===== src/rtl/irq_pkg.sv =====
package irq_pkg;
  localparam logic MODE_FIXED = 1'b0;
  localparam logic MODE_LEVEL = 1'b1;

  typedef enum logic [1:0] {
    SEL_SRC  = 2'd0,
    SEL_NMI  = 2'd1,
    SEL_WAKE = 2'd2
  } sel_kind_e;
endpackage


===== src/rtl/irq_pend_bank.sv =====
module irq_pend_bank #(
  parameter int W = 10
) (
  input  logic         clk_i,
  input  logic         rst_ni,
  input  logic [W-1:0] req_i,
  input  logic [W-1:0] clr_i,
  output logic [W-1:0] pend_o
);
  logic [W-1:0] prev_q;

  for (genvar g = 0; g < W; g++) begin : g_bit
    logic pend_q;
    always_ff @(posedge clk_i or negedge rst_ni) begin
      if (!rst_ni) begin
        prev_q[g] <= 1'b0;
        pend_q    <= 1'b0;
      end else begin
        prev_q[g] <= req_i[g];
        // a fresh edge wins over a clear in the same cycle
        pend_q    <= (pend_q & ~clr_i[g]) | (req_i[g] & ~prev_q[g]);
      end
    end
    assign pend_o[g] = pend_q;
  end
endmodule


===== src/rtl/irq_arbiter.sv =====
module irq_arbiter
  import irq_pkg::*;
#(
  parameter int N_SRC = 8,
  parameter int LVL_W = 3,
  localparam int IDX_W = (N_SRC > 1) ? $clog2(N_SRC) : 1
) (
  input  logic                   mode_i,
  input  logic [N_SRC-1:0]       pend_i,
  input  logic [N_SRC-1:0]       en_i,
  input  logic [N_SRC*LVL_W-1:0] lvl_i,
  input  logic                   gmask_i,
  input  logic [LVL_W-1:0]       lvl_mask_i,
  input  logic                   nmi_pend_i,
  input  logic                   wake_pend_i,
  output logic                   valid_o,
  output sel_kind_e              kind_o,
  output logic [IDX_W-1:0]       idx_o,
  output logic [LVL_W-1:0]       lvl_o
);
  logic [LVL_W-1:0] lvl_a [N_SRC];
  logic [N_SRC-1:0] elig;
  logic [LVL_W-1:0] best;
  logic             found;

  for (genvar g = 0; g < N_SRC; g++) begin : g_elig
    assign lvl_a[g] = lvl_i[g*LVL_W +: LVL_W];
    assign elig[g]  = pend_i[g] & en_i[g] &
                      ((mode_i == MODE_LEVEL) ? (lvl_a[g] > lvl_mask_i) : !gmask_i);
  end

  always_comb begin
    logic [LVL_W-1:0] key;
    found  = 1'b0;
    best   = '0;
    idx_o  = '0;
    lvl_o  = '0;
    kind_o = SEL_SRC;
    for (int i = 0; i < N_SRC; i++) begin
      // fixed mode: all keys equal, so scan order decides
      key = (mode_i == MODE_LEVEL) ? lvl_a[i] : '0;
      if (elig[i] && (!found || key > best)) begin
        found = 1'b1;
        best  = key;
        idx_o = IDX_W'(i);
        lvl_o = lvl_a[i];
      end
    end
    valid_o = found;
    if (wake_pend_i) begin
      valid_o = 1'b1;
      kind_o  = SEL_WAKE;
    end
    if (nmi_pend_i) begin
      valid_o = 1'b1;
      kind_o  = SEL_NMI;
    end
  end
endmodule


===== src/rtl/irq_mask_state.sv =====
module irq_mask_state
  import irq_pkg::*;
#(
  parameter int LVL_W = 3
) (
  input  logic             clk_i,
  input  logic             rst_ni,
  input  logic             mode_i,
  input  logic             accept_i,
  input  sel_kind_e        kind_i,
  input  logic [LVL_W-1:0] acc_lvl_i,
  input  logic             ld_i,
  input  logic             ld_gm_i,
  input  logic [LVL_W-1:0] ld_lvl_i,
  output logic             gmask_o,
  output logic [LVL_W-1:0] lvl_mask_o
);
  always_ff @(posedge clk_i or negedge rst_ni) begin
    if (!rst_ni) begin
      gmask_o    <= 1'b1;
      lvl_mask_o <= '1;
    end else if (accept_i) begin
      gmask_o <= 1'b1;
      if (mode_i == MODE_LEVEL) begin
        if (kind_i == SEL_NMI)      lvl_mask_o <= '1;
        else if (kind_i == SEL_SRC) lvl_mask_o <= acc_lvl_i;
      end
    end else if (ld_i) begin
      gmask_o    <= ld_gm_i;
      lvl_mask_o <= ld_lvl_i;
    end
  end
endmodule


===== src/rtl/prio_irq_ctrl.sv =====
module prio_irq_ctrl
  import irq_pkg::*;
#(
  parameter int N_SRC    = 8,
  parameter int LVL_W    = 3,
  parameter int VEC_W    = 8,
  parameter int VEC_BASE = 64,
  parameter int NMI_VEC  = 7,
  parameter int WAKE_VEC = 8
) (
  input  logic                   clk_i,
  input  logic                   rst_ni,
  input  logic                   mode_i,
  input  logic [N_SRC-1:0]       src_req_i,
  input  logic [N_SRC-1:0]       src_en_i,
  input  logic [N_SRC*LVL_W-1:0] src_lvl_i,
  input  logic                   nmi_i,
  input  logic                   wake_i,
  input  logic                   boundary_i,
  input  logic                   mask_ld_i,
  input  logic                   mask_gm_i,
  input  logic [LVL_W-1:0]       mask_lvl_i,
  output logic                   irq_req_o,
  output logic [VEC_W-1:0]       irq_vec_o,
  output logic                   save_o,
  output logic                   gmask_o,
  output logic [LVL_W-1:0]       lvl_mask_o
);
  localparam int IDX_W  = (N_SRC > 1) ? $clog2(N_SRC) : 1;
  localparam int BANK_W = N_SRC + 2;
  localparam int NMI_B  = N_SRC;
  localparam int WAKE_B = N_SRC + 1;

  logic [BANK_W-1:0] bank_req, bank_clr, pend;
  logic              valid, accept;
  sel_kind_e         kind;
  logic [IDX_W-1:0]  idx;
  logic [LVL_W-1:0]  sel_lvl;

  assign bank_req = {wake_i, nmi_i, src_req_i};

  irq_pend_bank #(.W(BANK_W)) u_pend (
    .clk_i  (clk_i),
    .rst_ni (rst_ni),
    .req_i  (bank_req),
    .clr_i  (bank_clr),
    .pend_o (pend)
  );

  irq_arbiter #(.N_SRC(N_SRC), .LVL_W(LVL_W)) u_arb (
    .mode_i      (mode_i),
    .pend_i      (pend[N_SRC-1:0]),
    .en_i        (src_en_i),
    .lvl_i       (src_lvl_i),
    .gmask_i     (gmask_o),
    .lvl_mask_i  (lvl_mask_o),
    .nmi_pend_i  (pend[NMI_B]),
    .wake_pend_i (pend[WAKE_B]),
    .valid_o     (valid),
    .kind_o      (kind),
    .idx_o       (idx),
    .lvl_o       (sel_lvl)
  );

  assign accept = valid & boundary_i;

  always_comb begin
    bank_clr = '0;
    if (accept) begin
      unique case (kind)
        SEL_NMI:  bank_clr[NMI_B]  = 1'b1;
        SEL_WAKE: bank_clr[WAKE_B] = 1'b1;
        default:  bank_clr[idx]    = 1'b1;
      endcase
    end
  end

  always_comb begin
    unique case (kind)
      SEL_NMI:  irq_vec_o = VEC_W'(NMI_VEC);
      SEL_WAKE: irq_vec_o = VEC_W'(WAKE_VEC);
      default:  irq_vec_o = VEC_W'(VEC_BASE) + VEC_W'(idx);
    endcase
  end

  irq_mask_state #(.LVL_W(LVL_W)) u_mask (
    .clk_i      (clk_i),
    .rst_ni     (rst_ni),
    .mode_i     (mode_i),
    .accept_i   (accept),
    .kind_i     (kind),
    .acc_lvl_i  (sel_lvl),
    .ld_i       (mask_ld_i),
    .ld_gm_i    (mask_gm_i),
    .ld_lvl_i   (mask_lvl_i),
    .gmask_o    (gmask_o),
    .lvl_mask_o (lvl_mask_o)
  );

  assign irq_req_o = valid;
  assign save_o    = accept;
endmodule


===== config.mk =====
export PLATFORM = sky130hd
export DESIGN_NAME = prio_irq_ctrl
export DESIGN_NICKNAME = d
export VERILOG_FILES = /design/src/rtl/irq_pkg.sv /design/src/rtl/irq_pend_bank.sv /design/src/rtl/irq_arbiter.sv /design/src/rtl/irq_mask_state.sv /design/src/rtl/prio_irq_ctrl.sv
export SDC_FILE = /design/constraint.sdc
export NUM_CORES = 1
export LEC_CHECK = 0
export ABC_AREA = 1
export BUFFER_PORTS_ARGS = -buffer_cell sky130_fd_sc_hd__clkbuf_2
export CORE_MARGIN = 2
export CORE_UTILIZATION = 35
export CTS_CLUSTER_DIAMETER = 200
export DETAILED_ROUTE_END_ITERATION = 7
export GPL_ROUTABILITY_DRIVEN = 0
export HOLD_SLACK_MARGIN = 0.06
export PLACE_DENSITY = 0.6
export SLEW_MARGIN = 25
export SYNTH_ARGS = -nofsm -noshare
export SYNTH_HDL_FRONTEND = slang
export SYNTH_SLANG_ARGS = --single-unit

===== constraint.sdc =====
create_clock -name clk_i -period 19.3 [get_ports clk_i]
set_clock_uncertainty 0.05 [all_clocks]
set_input_delay 0.965 -clock clk_i [delete_from_list [all_inputs] [get_ports clk_i]]
set_output_delay 0.965 -clock clk_i [all_outputs]
set_load 0.01 [all_outputs]

---- After elaboration in Yosys (flattened, before gate mapping) ----
Index checks and enable logic that the tools add are counted.
storage, ports and cells
  register bits after elaboration ......... 24
  input port bits ......................... 51
cells by class
  add/subtract/negate cells ............... 1
  magnitude comparators ................... 17
  eq/ne operators ......................... 4
  mux-type cells .......................... 64
  bitwise operators ....................... 67
  reductions and logical operators ........ 27
operators with widths
  kind                                                                           number
  3-bit two-way mux                                                              34
  3-bit greater-than comparator                                                  15
  1-bit bitwise AND                                                              37
  1-bit two-way mux                                                              24
  1-bit inverter                                                                 20
  8-bit one-hot mux with 2 select lines                                          1
  10-bit two-way mux                                                             1
  1-bit bitwise OR                                                               10
  7-bit by 3-bit adder with 8-bit output (first input constant)                  1
  1-bit logical AND                                                              8
  1-bit logical NOT                                                              8
  8-bit two-way mux                                                              1
  1-bit logical OR                                                               7
  3-bit by 5-bit less-than comparator with 1-bit output (second input constant)  1
  2-bit two-way mux                                                              2
  1-bit demux with 3-bit select                                                  1
  3-bit by 1-bit >= comparator with 1-bit output (second input constant)         1
  3-bit by 1-bit != test with 1-bit output (second input constant)               1
  3-bit AND reduction                                                            1
  2-bit by 1-bit == test with 1-bit output (second input constant)               1
  2-bit == test (second input constant)                                          1
  2-bit logical NOT                                                              1
  2-bit != test (second input constant)                                          1
  2-bit nonzero test                                                             1
  2-bit OR reduction                                                             1

---- Depth between registers and ports, before layout ----
  depth in word-level cells ............... 41
  depth in mapped cells ................... 78
  depth with buffers taken out ............ 78

---- Modules after synthesis ----
From an unflattened synthesis, not the netlist that was laid out.
second synthesis, totals
  cell total of the unflattened synthesis .. 488
  area, all modules ....................... 3,141.8 µm²
modules (own cells, without submodules)
  module          times used  cells each  area an instance (µm²)
  irq_arbiter     1           335         1,933.1
  irq_pend_bank   1           80          763.2
  irq_mask_state  1           34          251.5
  prio_irq_ctrl   1           39          193.9

---- Least setup slack after synthesis ----
No wires, ideal clock.
  path kind ............................... input -> output
  start ................................... input src_lvl_i[2]
  end ..................................... output irq_vec_o[0]
  data arrival time ....................... 8.456 ns
  required time ........................... 18.285 ns
  slack ................................... 9.829 ns
  stages on the path ...................... 74
  path buffers ............................ 0
  path through ............................ ha_1 -> nand3_1 -> nand2_1 -> nand2_1 -> nand2_1 -> nand3_1 -> inv_1 -> nand2_1 -> ha_1 -> nand2_1 -> o21ai_0 -> nand2_1 -> nand3_1 -> nand2_1 -> nand2_1 -> nand2_1 -> nor2_1 -> inv_1 -> [38 not listed] -> nand2_1 -> ha_1 -> a21oi_1 -> o21ai_0 -> nand2_1 -> nand2_1 -> nand2_2 -> or2_1 -> nand3_1 -> ha_1 -> nand2_1 -> o21ai_0 -> nand2_1 -> o21ai_1 -> nand2_2 -> nand2_2 -> inv_2 -> o21ai_0
between the ends
  cells in the longest elaborated chain, start to end .. 34
RTL lines
  item                                                                       RTL line             text
  from (decl)                                                                prio_irq_ctrl.sv:16  input logic [N_SRC*LVL_W-1:0] src_lvl_i,
  3-bit greater-than comparator                                              irq_arbiter.sv:29    ((mode_i == MODE_LEVEL) ? (lvl_a[g] > lvl_mask_i) : !gmask_i);
  1-bit two-way mux                                                          irq_arbiter.sv:29
  1-bit bitwise AND                                                          irq_arbiter.sv:28    assign elig[g] = pend_i[g] & en_i[g] &
  3-bit two-way mux / 1-bit two-way mux (equally long branches)              irq_arbiter.sv:42    if (elig[i] && (!found || key > best)) begin
  3-bit greater-than comparator / 1-bit logical NOT (equally long branches)  irq_arbiter.sv:42
  1-bit logical OR                                                           irq_arbiter.sv:42
  1-bit logical AND                                                          irq_arbiter.sv:42
  3-bit two-way mux / 1-bit two-way mux (equally long branches)              irq_arbiter.sv:42
  [18 not listed]                                                            n/a
  1-bit logical AND                                                          irq_arbiter.sv:42
  3-bit two-way mux / 1-bit two-way mux (equally long branches)              irq_arbiter.sv:42
  3-bit greater-than comparator / 1-bit logical NOT (equally long branches)  irq_arbiter.sv:42
  1-bit logical OR                                                           irq_arbiter.sv:42
  1-bit logical AND                                                          irq_arbiter.sv:42
  3-bit two-way mux *                                                        irq_arbiter.sv:42
  7-bit by 3-bit adder with 8-bit output *                                   prio_irq_ctrl.sv:82  default: irq_vec_o = VEC_W'(VEC_BASE) + VEC_W'(idx);
  8-bit one-hot mux with 2 select lines *                                    prio_irq_ctrl.sv:79  unique case (kind)
  to (decl)                                                                  prio_irq_ctrl.sv:24  output logic [VEC_W-1:0] irq_vec_o,
Mark *: on every way between the ends. The rest lies on a longest branch, timed or not.

---- Final worst setup path ----
  start ................................... input mode_i
  end ..................................... output irq_vec_o[1]
between the ends
  cells in the longest elaborated chain, start to end .. 33
RTL lines
  item                                                                       RTL line             text
  from (decl)                                                                prio_irq_ctrl.sv:13  input logic mode_i,
  1-bit two-way mux                                                          irq_arbiter.sv:29
  1-bit bitwise AND                                                          irq_arbiter.sv:28
  3-bit two-way mux / 1-bit two-way mux (equally long branches)              irq_arbiter.sv:42
  3-bit greater-than comparator / 1-bit logical NOT (equally long branches)  irq_arbiter.sv:42
  1-bit logical OR                                                           irq_arbiter.sv:42
  1-bit logical AND                                                          irq_arbiter.sv:42
  3-bit two-way mux / 1-bit two-way mux (equally long branches)              irq_arbiter.sv:42
  3-bit greater-than comparator / 1-bit logical NOT (equally long branches)  irq_arbiter.sv:42
  [17 not listed]                                                            n/a
  1-bit logical AND                                                          irq_arbiter.sv:42
  3-bit two-way mux / 1-bit two-way mux (equally long branches)              irq_arbiter.sv:42
  3-bit greater-than comparator / 1-bit logical NOT (equally long branches)  irq_arbiter.sv:42
  1-bit logical OR                                                           irq_arbiter.sv:42
  1-bit logical AND                                                          irq_arbiter.sv:42
  3-bit two-way mux *                                                        irq_arbiter.sv:42
  7-bit by 3-bit adder with 8-bit output *                                   prio_irq_ctrl.sv:82
  8-bit one-hot mux with 2 select lines *                                    prio_irq_ctrl.sv:79
Marks and branches as above.

==> results.yml <==
status:
  status: "completed"
synth:
  synth_edf_count: 0
  async_flop_share_pct: 100
  synth.area.mux_share_pct: 0
  synth.area.top_cells: "ha_1, dfrtp_1, nand2_1, nand3_1, inv_1"
  synthXorXnorAreaFrac_pct: 0
  synth-seq-cells: 24
  ys.flop_type: "dfrtp_1"
  synth_seq_area_share_pct: 21.3
  yosys_warnings: 0
  avgSynthCellArea_um2: 6.51
  synth-compound-area-share_pct: 10.4
  yosysTopAreaCell: "ha_1"
  yosysTopAreaCellShare_pct: 19.8
  syn_area_mm2: 0.00285
  synth_cell_types: 30
  synth_simple_gate_area_share_pct: 37.4
  synth_top_family_by_area: "simple AND/OR/NAND/NOR gates"
  synthAdderAreaFrac_pct: 19.8
  syn_inst: 437
timing:
  setup_violations: 0
  hold_ws_ns: 0.357
  worst_pin_slew_ns: 0.999
  fin_crit_ns: 11.27
  grt_setup_unrepaired: "no"
  relSlewSlack_pct: 33.4
  slew_violations: 0
  hold_viol: 0
  tns_ns: 0
  setup_ws_ns: 8.03
  fmax_ghz: 0.0887
  timing.final.crit_share_pct: 58.4
routing:
  vias_per_cell: 4.84
  postRouteAntennaNets: 0
  drtPass1Iterations: 4
  wl_per_cell_um: 12.1
  drc: 0
  drt_iter0_drc: 155
  via_count: 2894
  drt-total-wl_mm: 7.26
place:
  dp_hpwl_mm: 6.01
  port_buffers: 61
  dp.cells: 594
  placed_cell_area_mm2: 0.00324
  dpl_worst_slack_ns: 8.15
grt:
  grtUsageTotal_pct: 16.7
  grt_max_degree: 47
  grt_pass1_vias: 2661
  grt_pass1_wl_mm: 11.9
  antenna_found_initial: 0
  gr-total-overflow: 0
clocking:
  post_cts_resized: 0
  cts_tree: "done"
  clk_pin_slew_ns: 0.08
  worst_skew_pair.late_latency_ns: 0.26
  cts-root-buf: "clkbuf_8"
  h-tree-depth: 1
  cts_hold_buf: 0
  cts_buffers: 3
  cts_sinks: 24
  ctsLongestPathBuffers: 2
  post-cts-setup-buffers: 0
worst_setup_path:
  critPathLaunchType: "primary input"
  reg2reg_to: "u_pend.g_bit[0].pend_q$_DFF_PN0_"
  worst_r2r_startpoint: "u_mask.lvl_mask_o[2]$_DFFE_PN1P_"
  crit_arrival_ns: 10.26
  crit_slowest_cell: "clkbuf_2"
  critPathLaunch: "mode_i"
  cp_max_fo: 46
  cpMostUsedCell: "nand2_1"
  cp-end-kind: "output pin"
  slowest_delay_ns: 0.73
  rrSetupSlack_ns: 9.34
  worstSetupPathType: "in -> out"
  worstPathRequired_ns: 18.28
  reg2regPathDepth: 77
power_and_ir_drop:
  ir_worst_vdd_uv: 53.6
  total_power_uw: 277
  p_leak_nw: 1.96
  power_density_mw_per_mm2: 84.4
worst_hold_path:
  hp-class: "reg -> reg"
  holdPathEnd: "u_pend.g_bit[6].pend_q$_DFF_PN0_"
  holdCritStartpoint: "u_pend.prev_q[6]$_DFF_PN0_"
  hold_depth: 1
final_layout:
  stdcell_area_mm2: 0.00328
  drive_gt1_share_pct: 19.6
  diodes: 0
  fin_nets: 593
  final_cell_mix: "nand2_1, inv_1, clkbuf_2"
  finish.utilization_pct: 42.0
  area_growth_pct: 15.3
  final_common_cell: "nand2_1"
  stdcell_count: 598
  fillerInstances: 834
run:
  cap_violations: 0
floorplanning:
  fp.dieW_um: 94.2
  ioPinCount: 65
  core_area_mm2: 0.00781
  initial_core_util_pct: 36.4
  die-area_mm2: 0.00887
  placementRows: 32
  fp.dieH_um: 94.2
## cells by family (layout without fill, tap and decap cells)
| group | count (synthesis) | count (layout) |
|---|---|---|
| compound gates | 56 | 56 |
| fa+ha+maj | 45 | 45 |
| buf+inv | 77 | 134 |
| simple gates | 234 | 234 |
| flops | 24 | 24 |
| other cells | 1 | 3 |
## registers in the layout, summed over array words and instances, names as in the netlist
signal,flops
u_pend.g_bit.pend_q,10
u_pend.prev_q,10
u_mask.lvl_mask_o,3
u_mask.gmask_o,1
## routing by layer
layer  GRT usage [%]  routed length, um  vias to the layer above
met2            27.5               3310                       63
met5               0                  0                        -
met3            1.28                268                        6
met4            4.23                 72                        0
li1                -                  -                     1537
met1            23.5               3600                     1288
## synth_stat cells, types with 7 or more instances
| library cell | n |
|---|---|
| inv_2 | 7 |
| inv_1 | 61 |
| dfrtp_1 | 20 |
| ha_1 | 45 |
| a21oi_1 | 20 |
| nand2_2 | 13 |
| nor2_1 | 24 |
| nand2_1 | 127 |
| o21ai_1 | 13 |
| o21ai_0 | 18 |
| nand3_1 | 54 |
## final cells by class
class                   count  area, um^2  share of cell area, %
clock buffers               4        45.0                   1.37
inverters                  69         262                   7.97
multi-input cells         338        1940                   59.0
flip-flops and latches     24         606                   18.5
well taps                 102         128                   3.89
repair buffers             61         305                   9.31
## worst max-delay path by stage
stage	to	slack, ns	depth (start not counted)
after floorplan	irq_vec_o[0]	9.83	74
after global placement	irq_vec_o[2]	8.43	73
after detailed placement	irq_vec_o[1]	8.15	72
after CTS	irq_vec_o[0]	8.11	73
after global routing	irq_vec_o[2]	6.95	73
final	irq_vec_o[1]	8.03	73
## where the power goes
group	switching [mW]	internal, mW	leakage (nW)
combinational	0.116	0.0669	1.68
clock	0.0147	0.0147	0.0228
sequential	0.00642	0.0584	0.254
## critical path: cells and delay by family
kind	cells	cell delay, ns
fa+ha+maj	7	2.38
simple gates	46	3.99
compound gates	11	1.48
buf+inv	9	1.41
No activity file was read; power rests on OpenSTA's default activity.
